### src/rtl/hzd_pkg.sv
`timescale 1ns/1ps
package hzd_pkg;

  typedef enum logic [1:0] {
    SEL_RF  = 2'b00,
    SEL_WB  = 2'b01,
    SEL_MEM = 2'b10
  } fwd_sel_e;

  typedef struct packed {
    logic hit;
    logic load;
  } prod_hit_t;

endpackage

### src/rtl/hzd_src_match.sv
`timescale 1ns/1ps
module hzd_src_match
  import hzd_pkg::*;
#(
  parameter int AW = 5
) (
  input  logic [AW-1:0] src,
  input  logic          used,
  input  logic          prod_valid,
  input  logic          prod_wen,
  input  logic          prod_load,
  input  logic [AW-1:0] prod_rd,
  output prod_hit_t     hit
);
  logic nonzero;

  always_comb begin
    nonzero  = |src;
    hit.hit  = used && nonzero && prod_valid && prod_wen && (src == prod_rd);
    hit.load = hit.hit && prod_load;
  end
endmodule

### src/rtl/hzd_src_eval.sv
`timescale 1ns/1ps
module hzd_src_eval
  import hzd_pkg::*;
#(
  parameter int AW = 5
) (
  input  logic [AW-1:0] src,
  input  logic          used,
  input  logic          is_branch,
  input  logic          ex_valid,
  input  logic [AW-1:0] ex_rd,
  input  logic          ex_wen,
  input  logic          ex_load,
  input  logic          mem_valid,
  input  logic [AW-1:0] mem_rd,
  input  logic          mem_wen,
  input  logic          mem_load,
  output logic          stall_fwd,
  output logic          stall_nofwd,
  output logic          br_bypass,
  output logic [1:0]    next_sel
);
  prod_hit_t near_h;
  prod_hit_t far_h;
  fwd_sel_e  sel_e;

  hzd_src_match #(.AW(AW)) u_near (
    .src(src), .used(used),
    .prod_valid(ex_valid), .prod_wen(ex_wen), .prod_load(ex_load), .prod_rd(ex_rd),
    .hit(near_h)
  );

  hzd_src_match #(.AW(AW)) u_far (
    .src(src), .used(used),
    .prod_valid(mem_valid), .prod_wen(mem_wen), .prod_load(mem_load), .prod_rd(mem_rd),
    .hit(far_h)
  );

  always_comb begin
    stall_nofwd = near_h.hit || far_h.hit;
    if (is_branch) begin
      stall_fwd = near_h.hit || far_h.load;
    end else begin
      stall_fwd = near_h.load;
    end
    br_bypass = is_branch && far_h.hit && !far_h.load && !near_h.hit;
    if (near_h.hit) begin
      sel_e = SEL_MEM;
    end else if (far_h.hit) begin
      sel_e = SEL_WB;
    end else begin
      sel_e = SEL_RF;
    end
    next_sel = sel_e;
  end
endmodule

### src/rtl/hzd_sel_pipe.sv
`timescale 1ns/1ps
module hzd_sel_pipe #(
  parameter int NSRC = 2
) (
  input  logic                 clk,
  input  logic                 rst_n,
  input  logic                 load_next,
  input  logic [NSRC-1:0][1:0] next_sel,
  output logic [NSRC-1:0][1:0] sel_q
);
  for (genvar g = 0; g < NSRC; g++) begin : g_lane
    always_ff @(posedge clk or negedge rst_n) begin
      if (!rst_n) begin
        sel_q[g] <= 2'b00;
      end else if (load_next) begin
        sel_q[g] <= next_sel[g];
      end else begin
        sel_q[g] <= 2'b00;
      end
    end
  end
endmodule

### src/rtl/hzd_ctrl.sv
`timescale 1ns/1ps
module hzd_ctrl #(
  parameter int AW = 5
) (
  input  logic          clk,
  input  logic          rst_n,
  input  logic          fwd_enable,
  input  logic          id_valid,
  input  logic [AW-1:0] id_rs1,
  input  logic [AW-1:0] id_rs2,
  input  logic          id_rs1_used,
  input  logic          id_rs2_used,
  input  logic          id_branch,
  input  logic          ex_valid,
  input  logic [AW-1:0] ex_rd,
  input  logic          ex_wen,
  input  logic          ex_load,
  input  logic          mem_valid,
  input  logic [AW-1:0] mem_rd,
  input  logic          mem_wen,
  input  logic          mem_load,
  output logic          stall,
  output logic [1:0]    ex_fwd_a,
  output logic [1:0]    ex_fwd_b,
  output logic          id_br_fwd_a,
  output logic          id_br_fwd_b
);
  localparam int NSRC = 2;

  logic [NSRC-1:0][AW-1:0] src;
  logic [NSRC-1:0]         used;
  logic [NSRC-1:0]         st_fwd;
  logic [NSRC-1:0]         st_nofwd;
  logic [NSRC-1:0]         byp;
  logic [NSRC-1:0][1:0]    nxt;
  logic [NSRC-1:0][1:0]    selq;

  assign src  = {id_rs2, id_rs1};
  assign used = {id_rs2_used, id_rs1_used} & {NSRC{id_valid}};

  for (genvar g = 0; g < NSRC; g++) begin : g_src
    hzd_src_eval #(.AW(AW)) u_eval (
      .src(src[g]), .used(used[g]), .is_branch(id_branch),
      .ex_valid(ex_valid), .ex_rd(ex_rd), .ex_wen(ex_wen), .ex_load(ex_load),
      .mem_valid(mem_valid), .mem_rd(mem_rd), .mem_wen(mem_wen), .mem_load(mem_load),
      .stall_fwd(st_fwd[g]), .stall_nofwd(st_nofwd[g]),
      .br_bypass(byp[g]), .next_sel(nxt[g])
    );
  end

  assign stall       = fwd_enable ? (|st_fwd) : (|st_nofwd);
  assign id_br_fwd_a = fwd_enable & byp[0];
  assign id_br_fwd_b = fwd_enable & byp[1];

  hzd_sel_pipe #(.NSRC(NSRC)) u_sel (
    .clk(clk), .rst_n(rst_n),
    .load_next(fwd_enable && !stall),
    .next_sel(nxt), .sel_q(selq)
  );

  assign ex_fwd_a = selq[0];
  assign ex_fwd_b = selq[1];
endmodule

### config.mk
export PLATFORM = sky130hd
export DESIGN_NAME = hzd_ctrl
export DESIGN_NICKNAME = d
export VERILOG_FILES = /design/src/rtl/hzd_pkg.sv /design/src/rtl/hzd_src_match.sv /design/src/rtl/hzd_src_eval.sv /design/src/rtl/hzd_sel_pipe.sv /design/src/rtl/hzd_ctrl.sv
export SDC_FILE = /design/constraint.sdc
export NUM_CORES = 1
export LEC_CHECK = 0
export BUFFER_PORTS_ARGS = -buffer_cell sky130_fd_sc_hd__buf_2
export CAP_MARGIN = 20
export CORE_UTILIZATION = 43
export CTS_CLUSTER_DIAMETER = 60
export DETAILED_ROUTE_END_ITERATION = 16
export PLACE_DENSITY = 0.84
export SLEW_MARGIN = 20
export SYNTH_ARGS = -nofsm -noshare
export SYNTH_HDL_FRONTEND = slang
export SYNTH_HIERARCHICAL = 1
export SYNTH_SLANG_ARGS = --single-unit
### constraint.sdc
create_clock -name clk -period 3 [get_ports clk]
set_input_delay 0.6 -clock clk [delete_from_list [all_inputs] [get_ports clk]]
set_output_delay 0.6 -clock clk [all_outputs]
set_load 0.02 [all_outputs]
Yosys cells after proc, flatten, opt, wreduce, memory -nomap -nowiden
Index checks and enable logic that the tools add are counted.

storage, ports and cells
  bits in registers = 4
  output and inout port bits = 7
  input port bits = 33

cells by class
  equal/unequal tests = 4
  mux-type cells = 9
  bitwise operators = 3
  reductions and logical operators = 38

operator list
  operator            number
  logical AND 1 bit   25
  == test 5 bit       4
  OR reduction 5 bit  2
  two-way mux 2 bit   4
  zero test 1 bit     5
  two-way mux 1 bit   5
  logical OR 1 bit    4
  OR reduction 2 bit  2
  AND 1 bit           2
  AND 2 bit           1

Depth between registers and ports, before layout
Gate-level depths: netlist of run 1.

  depth after elaboration = 13
  gate-level depth with buffers = 7

By module
Netlist of run 1, hierarchy kept.

modules (own cells, without submodules)
  module         sequential area each (µm²)  area each (µm²)  instances  cells an instance
  hzd_src_match  0.0                         86.3             4          12
  hzd_sel_pipe   100.1                       125.1            1          8
  hzd_src_eval   0.0                         33.8             2          6
  hzd_ctrl       0.0                         46.3             1          7

Worst setup path after synthesis of run 1
OpenSTA, ideal clock, no wires.

  path type = input port to output port
  start = input id_rs2[0]
  end = output stall
  data arrival time = 1.926 ns
  slack = 0.474 ns
  buffers on the path = 0
  cell stages on the path = 7
  cell sequence = or4_1 > a21oi_2 > nor3_1 > nor2_1 > a21oi_1 > nor3b_2 > nor2_1

on the way
  longest elaborated chain between the ends = 10
  elaborated cells between the ends (all ways) = 18
  those cells by class = eq/ne: 2; mux: 2; reduce/logical: 14

RTL lines
  what                            RTL line             RTL
  start, declared                 hzd_ctrl.sv:10       input logic [AW-1:0] id_rs2,
  OR reduction 5 bit              hzd_src_match.sv:18  nonzero = |src;
  logical AND 1 bit (4 in a row)  hzd_src_match.sv:19  hit.hit = used && nonzero && prod_valid && prod_wen && (src == prod_rd);
  logical AND 1 bit               hzd_src_match.sv:20  hit.load = hit.hit && prod_load;
  logical OR 1 bit                hzd_src_eval.sv:42   stall_fwd = near_h.hit || far_h.load;
  two-way mux 1 bit *             hzd_src_eval.sv:41   if (is_branch) begin
  named net st_fwd[1]             hzd_ctrl.sv:32       logic [NSRC-1:0] st_fwd;
  OR reduction 2 bit *            hzd_ctrl.sv:51       assign stall = fwd_enable ? (|st_fwd) : (|st_nofwd);
  two-way mux 1 bit *             hzd_ctrl.sv:51
  end, declared                   hzd_ctrl.sv:22       output logic stall,

The timed path passes the listed nets; every way through them passes the cells marked *.

Final worst setup path of run 1
  start = input id_rs1[0]
  end = output stall

on the way
  longest elaborated chain between the ends = 10
  elaborated cells between the ends (all ways) = 18
  those cells by class = eq/ne: 2; mux: 2; reduce/logical: 14

RTL lines
  what                            RTL line             RTL
  start, declared                 hzd_ctrl.sv:9        input logic [AW-1:0] id_rs1,
  OR reduction 5 bit              hzd_src_match.sv:18
  logical AND 1 bit (4 in a row)  hzd_src_match.sv:19
  logical AND 1 bit               hzd_src_match.sv:20
  logical OR 1 bit                hzd_src_eval.sv:42
  two-way mux 1 bit *             hzd_src_eval.sv:41
  named net st_fwd[0]             hzd_ctrl.sv:32
  OR reduction 2 bit *            hzd_ctrl.sv:51
  two-way mux 1 bit *             hzd_ctrl.sv:51

Marked as above.

==> impl_metrics.json, run 1 <==
{
  "vias": 687,
  "reg_top3": "u_sel/sel_q x4",
  "port_buffers": 39,
  "utilization_pct": 70.4,
  "post-place-ws_ns": 0.134,
  "fin_crit_ns": 2.83,
  "start_util_pct": 49.3,
  "start_kind": "primary input",
  "cap_violations": 0,
  "setup_violations": 0,
  "place_inst": 128,
  "syn_nets": 108,
  "tightest_slew_ns": 0.344,
  "die_h_um": 38.9,
  "nets": 154,
  "coreArea_um2": 1190,
  "cp_num_buf_inv": 2,
  "drtIter0Drc": 18,
  "fin_cells": 133,
  "synth.avg_cell_area_um2": 7.79,
  "clkTransAtPathRegs_ns": 0.04,
  "hold_class": "in2async",
  "post_cts.repair.setup_buffers": 0,
  "stdcell_area_um2": 835,
  "synth_area_leader_cell": "xnor2_1",
  "p_sw_mw": 0.0603,
  "powerDensity_nw_per_um2": 242,
  "cts-root-buf": "clkbuf_4",
  "die_x_um": 38.9,
  "fin_crit_sh_pct": 94.4,
  "timing.final.ws_setup_ns": 0.169,
  "syn_inst": 75,
  "max_stage_delay_ns": 0.53,
  "antenna_found_initial": 0,
  "avgRoutedWirePerCell_um": 11.3,
  "cts-hold-fix-buffers": 0,
  "gp_congestion": 0.832,
  "postCtsResizedCells": 0,
  "ys_top_cells_by_area": "xnor2_1, dfrtp_1, and2_1",
  "place_area_um2": 797,
  "setup_tns_ns": 0,
  "top_register": "u_sel/sel_q",
  "relSlewSlack_pct": 76.9,
  "grt-ovfl-total": 0,
  "end_kind": "output port",
  "rsz0062_at_grt": "false",
  "grt_max_degree": 7,
  "final_cell_mix": "buf_2, xnor2_1, and2_1",
  "drive_gt1_share_pct": 44.5,
  "ys_ff_latch": 4,
  "grt.total_usage_pct": 23.7,
  "p_seq_share_pct": 26.9,
  "synth.yosys.seq_area_share_pct": 17.1,
  "path_cells": "buf_2 > or4_1 > a21oi_2 > nor3_1 > nor2_1 > a21oi_1 > nor3b_2 > nor2_1 > buf_2",
  "largest_reg_flops": 4,
  "p_int_mw": 0.141,
  "yosys_warnings": 6,
  "status": "complete, no violations",
  "netlist.area_leader.share_pct": 24.0,
  "n_antenna_cell": 0,
  "total_power_mw": 0.202,
  "hold_viol": 0,
  "cts_htree_levels": 1,
  "critPathMaxFanout": 4,
  "netlist_area_um2": 584,
  "grt_pass1_vias": 653,
  "leakagePower_nw": 0.391,
  "grt_pass1_wl_um": 2520,
  "vdd_ir_drop_max_mv": 0.0940,
  "cts_tree": "yes",
  "crit_required_ns": 2.40,
  "p_clk_share_pct": 32.8,
  "power_frac_comb_pct": 40.2,
  "rows": 12,
  "drtAntennaViolNets": 0,
  "synth_cell_types": 15,
  "finalMaxSlewViolations": 0,
  "io_pins": 40,
  "cts.sinks": 4,
  "dieArea_um2": 1510,
  "viasPerCell": 5.17,
  "slowest_stage": "or4_1",
  "crit_arrival_ns": 2.23,
  "cp_top_family": "simple AND/OR/NAND/NOR gates",
  "area_growth_syn_to_layout_pct": 42.8,
  "drt-total-wl_um": 1500,
  "fmax_mhz": 353,
  "numCtsBuffers": 3,
  "drc": 0,
  "final_common_cell": "buf_2",
  "first_pass_iters": 4,
  "ctsLongestPathBuffers": 2,
  "sw_frac_of_total_pct": 29.9,
  "hold_ws_ns": 0.163,
  "critPathKind": "in2out"
}
area by class of cell:
class / count / area (um2)
Multi-Input combinational cell: 71 / 484
Fill cell: 98 / 352
Timing Repair Buffer: 41 / 210
Sequential cell: 4 / 100
Clock buffer: 3 / 22.5
Tap cell: 14 / 17.5
final timing paths:
check,startpoint,endpoint,slack [ns],depth (start not counted)
worst max-delay path,id_rs1[0],stall,0.17,9
worst min-delay path,rst_n,u_sel/sel_q[2],0.16,1
max in group asynchronous,rst_n,u_sel/sel_q[0],2.72,1
min in group clk,ex_valid,u_sel/sel_q[1],0.88,4
per-layer routing:
| metal | GRT usage [%] | share of wire [%] | up-vias |
|---|---|---|---|
| met4 | 11.2 | 1.3 | 0 |
| met2 | 48.3 | 57 | 23 |
| li1 | - | - | 358 |
| met1 | 22.3 | 37 | 304 |
| met3 | 2.89 | 4.6 | 2 |
| met5 | 0 | 0 | - |
synthesized netlist by cell type:
cell type and number:
xnor2_1 16, and2_1 12, nor2_1 9, nor3_1 5, a21oi_2 4, dfrtp_1 4
nand3_1 4, nand4_1 4, nor4b_1 4, or4_1 4, a21oi_1 2, and2b_2 2
and3_1 2, or2_2 2, nor3b_2 1
power by group through the flow:
stage                     Sequential, mW  Combinational, mW  Clock, mW
after floorplan                   0.0551             0.0399          0
after global placement            0.0550             0.0761          0
after detailed placement          0.0550             0.0785          0
after CTS                         0.0543             0.0786     0.0698
after global routing              0.0542             0.0899     0.0750
final                             0.0543             0.0811     0.0661
cell families after synthesis:
kind of cell     Yosys count  synth area share (%)
XOR/XNOR                  16                  24.0
flip-flops                 4                  17.1
AO/OA/AOI/OAI              6                  7.71
AND/OR/NAND/NOR           49                  51.2
(Power assumes the default switching activity.)
==> run 2: changes to the inputs <==
Clock period 3 ns to 3.4 ns, I/O delays scaled along.
==> run 2 against run 1 <==
- sequential share of layout area up 0.22 points
- critical path depth unchanged
- utilization down 1.3 points
- final cell count down 1.5%
- power down 13%
- first-iteration DRC count unchanged
- combinational power down 15%
- setup slack better by 0.22 ns
- cell area down 1.8%
- worst hold slack better by 0.076 ns
==> impl_metrics.json, run 2 (same netlist as run 1, synthesis figures left out) <==
{
  "status": "complete, no violations",
  "coreArea_um2": 1190,
  "crit_end": "stall",
  "cts.sinks": 4,
  "path_cells": "buf_2 > or4_1 > a21oi_2 > nor3_1 > nor2_1 > a21oi_1 > nor3b_2 > nor2_1 > buf_2",
  "setup_tns_ns": 0,
  "cts_htree_levels": 1,
  "gp_congestion": 0.832,
  "post-place-ws_ns": 0.374,
  "start_util_pct": 49.3,
  "rsz0062_at_grt": "false",
  "place_area_um2": 797,
  "hold_ws_ns": 0.238,
  "cts_tree": "yes",
  "io_pins": 40,
  "drive_gt1_share_pct": 43.6,
  "numCtsBuffers": 3,
  "rows": 12,
  "drt-total-wl_um": 1460,
  "hold_viol": 0,
  "reg_top3": "u_sel/sel_q x4",
  "max_stage_delay_ns": 0.53,
  "crit_path_start": "id_rs1[0]",
  "fin_crit_ns": 3.01,
  "grt.total_usage_pct": 23.7,
  "crit_arrival_ns": 2.33,
  "n_antenna_cell": 0,
  "critPathMaxFanout": 5,
  "die_x_um": 38.9,
  "slowest_stage": "or4_1",
  "dieArea_um2": 1510,
  "post_cts.repair.setup_buffers": 0,
  "cap_violations": 0,
  "avgRoutedWirePerCell_um": 11.2,
  "first_pass_iters": 4,
  "leakagePower_nw": 0.381,
  "clkTransAtPathRegs_ns": 0.04,
  "grt_pass1_wl_um": 2520,
  "grt_max_degree": 7,
  "tightest_slew_ns": 0.362,
  "hold_class": "in2async",
  "nets": 152,
  "viasPerCell": 5.27,
  "critPathKind": "in2out",
  "port_buffers": 39,
  "timing.final.ws_setup_ns": 0.390,
  "crit_required_ns": 2.72,
  "largest_reg_flops": 4,
  "relSlewSlack_pct": 75.7,
  "antenna_found_initial": 0,
  "cts-root-buf": "clkbuf_4",
  "fmax_mhz": 332,
  "ctsLongestPathBuffers": 2,
  "cp_num_buf_inv": 2,
  "final_cell_mix": "buf_2, xnor2_1, and2_1",
  "total_power_mw": 0.176,
  "fillers": 100,
  "fin_crit_sh_pct": 88.5,
  "grt_pass1_vias": 653,
  "start_kind": "primary input",
  "final_common_cell": "buf_2",
  "top_register": "u_sel/sel_q",
  "drtAntennaViolNets": 0,
  "vias": 691,
  "stdcell_area_um2": 820,
  "die_h_um": 38.9,
  "cts-hold-fix-buffers": 0,
  "grt-ovfl-total": 0,
  "setup_violations": 0,
  "crit_cells": 9,
  "end_kind": "output port",
  "drtIter0Drc": 18,
  "finalMaxSlewViolations": 0,
  "area_growth_syn_to_layout_pct": 40.3,
  "vdd_ir_drop_max_mv": 0.0815,
  "drc": 0,
  "cp_top_family": "simple AND/OR/NAND/NOR gates",
  "powerDensity_nw_per_um2": 215,
  "postCtsResizedCells": 0
}
==> run 2: changes by cell type in the layout (fill, tap and decap cells not counted) <==
cell   delta
buf_4     -2
==> run 2: metal layers <==
| metal | track usage (%) | part of all wire (%) | vias to the layer above |
|---|---|---|---|
| met5 | 0 | 0 | - |
| met2 | 48.3 | 58 | 30 |
| li1 | - | - | 354 |
| met4 | 11.2 | 1.8 | 0 |
| met1 | 22.3 | 35 | 303 |
| met3 | 2.89 | 5.6 | 4 |
==> run 2: layout make-up <==
| type | count | area (um2) | share of cell area [%] |
|---|---|---|---|
| repair buffers | 39 | 195 | 23.8 |
| multi-input cells | 71 | 484 | 59.1 |
| well taps | 14 | 17.5 | 2.14 |
| flip-flops and latches | 4 | 100 | 12.2 |
| clock buffers | 3 | 22.5 | 2.75 |
==> run 2: power by group <==
part	internal, mW	leakage [nW]	switching, mW
Sequential	0.0479	0.0559	0.00000767
Combinational	0.0354	0.311	0.0336
Clock	0.0395	0.0138	0.0196
==> run 2: worst min path at each step <==
stage                      from              to  slack, ns  cells past startpoint
final                     rst_n  u_sel/sel_q[2]       0.24                      1
after global routing      rst_n  u_sel/sel_q[2]       0.23                      1
after CTS                 rst_n  u_sel/sel_q[2]       0.23                      1
after detailed placement  rst_n  u_sel/sel_q[1]       0.49                      1
after global placement    rst_n  u_sel/sel_q[0]       0.48                      1
after floorplan           rst_n  u_sel/sel_q[0]       0.38                      0
==> run 2: through the flow <==
step / std cells / util, %
2_1_floorplan: 75 / -
3_3_place_gp: 128 / 67.2
3_5_place_dp: 128 / 67.2
4_1_cts: 131 / 69.1
5_1_grt: 131 / 69.1
6_report: 131 / 69.1
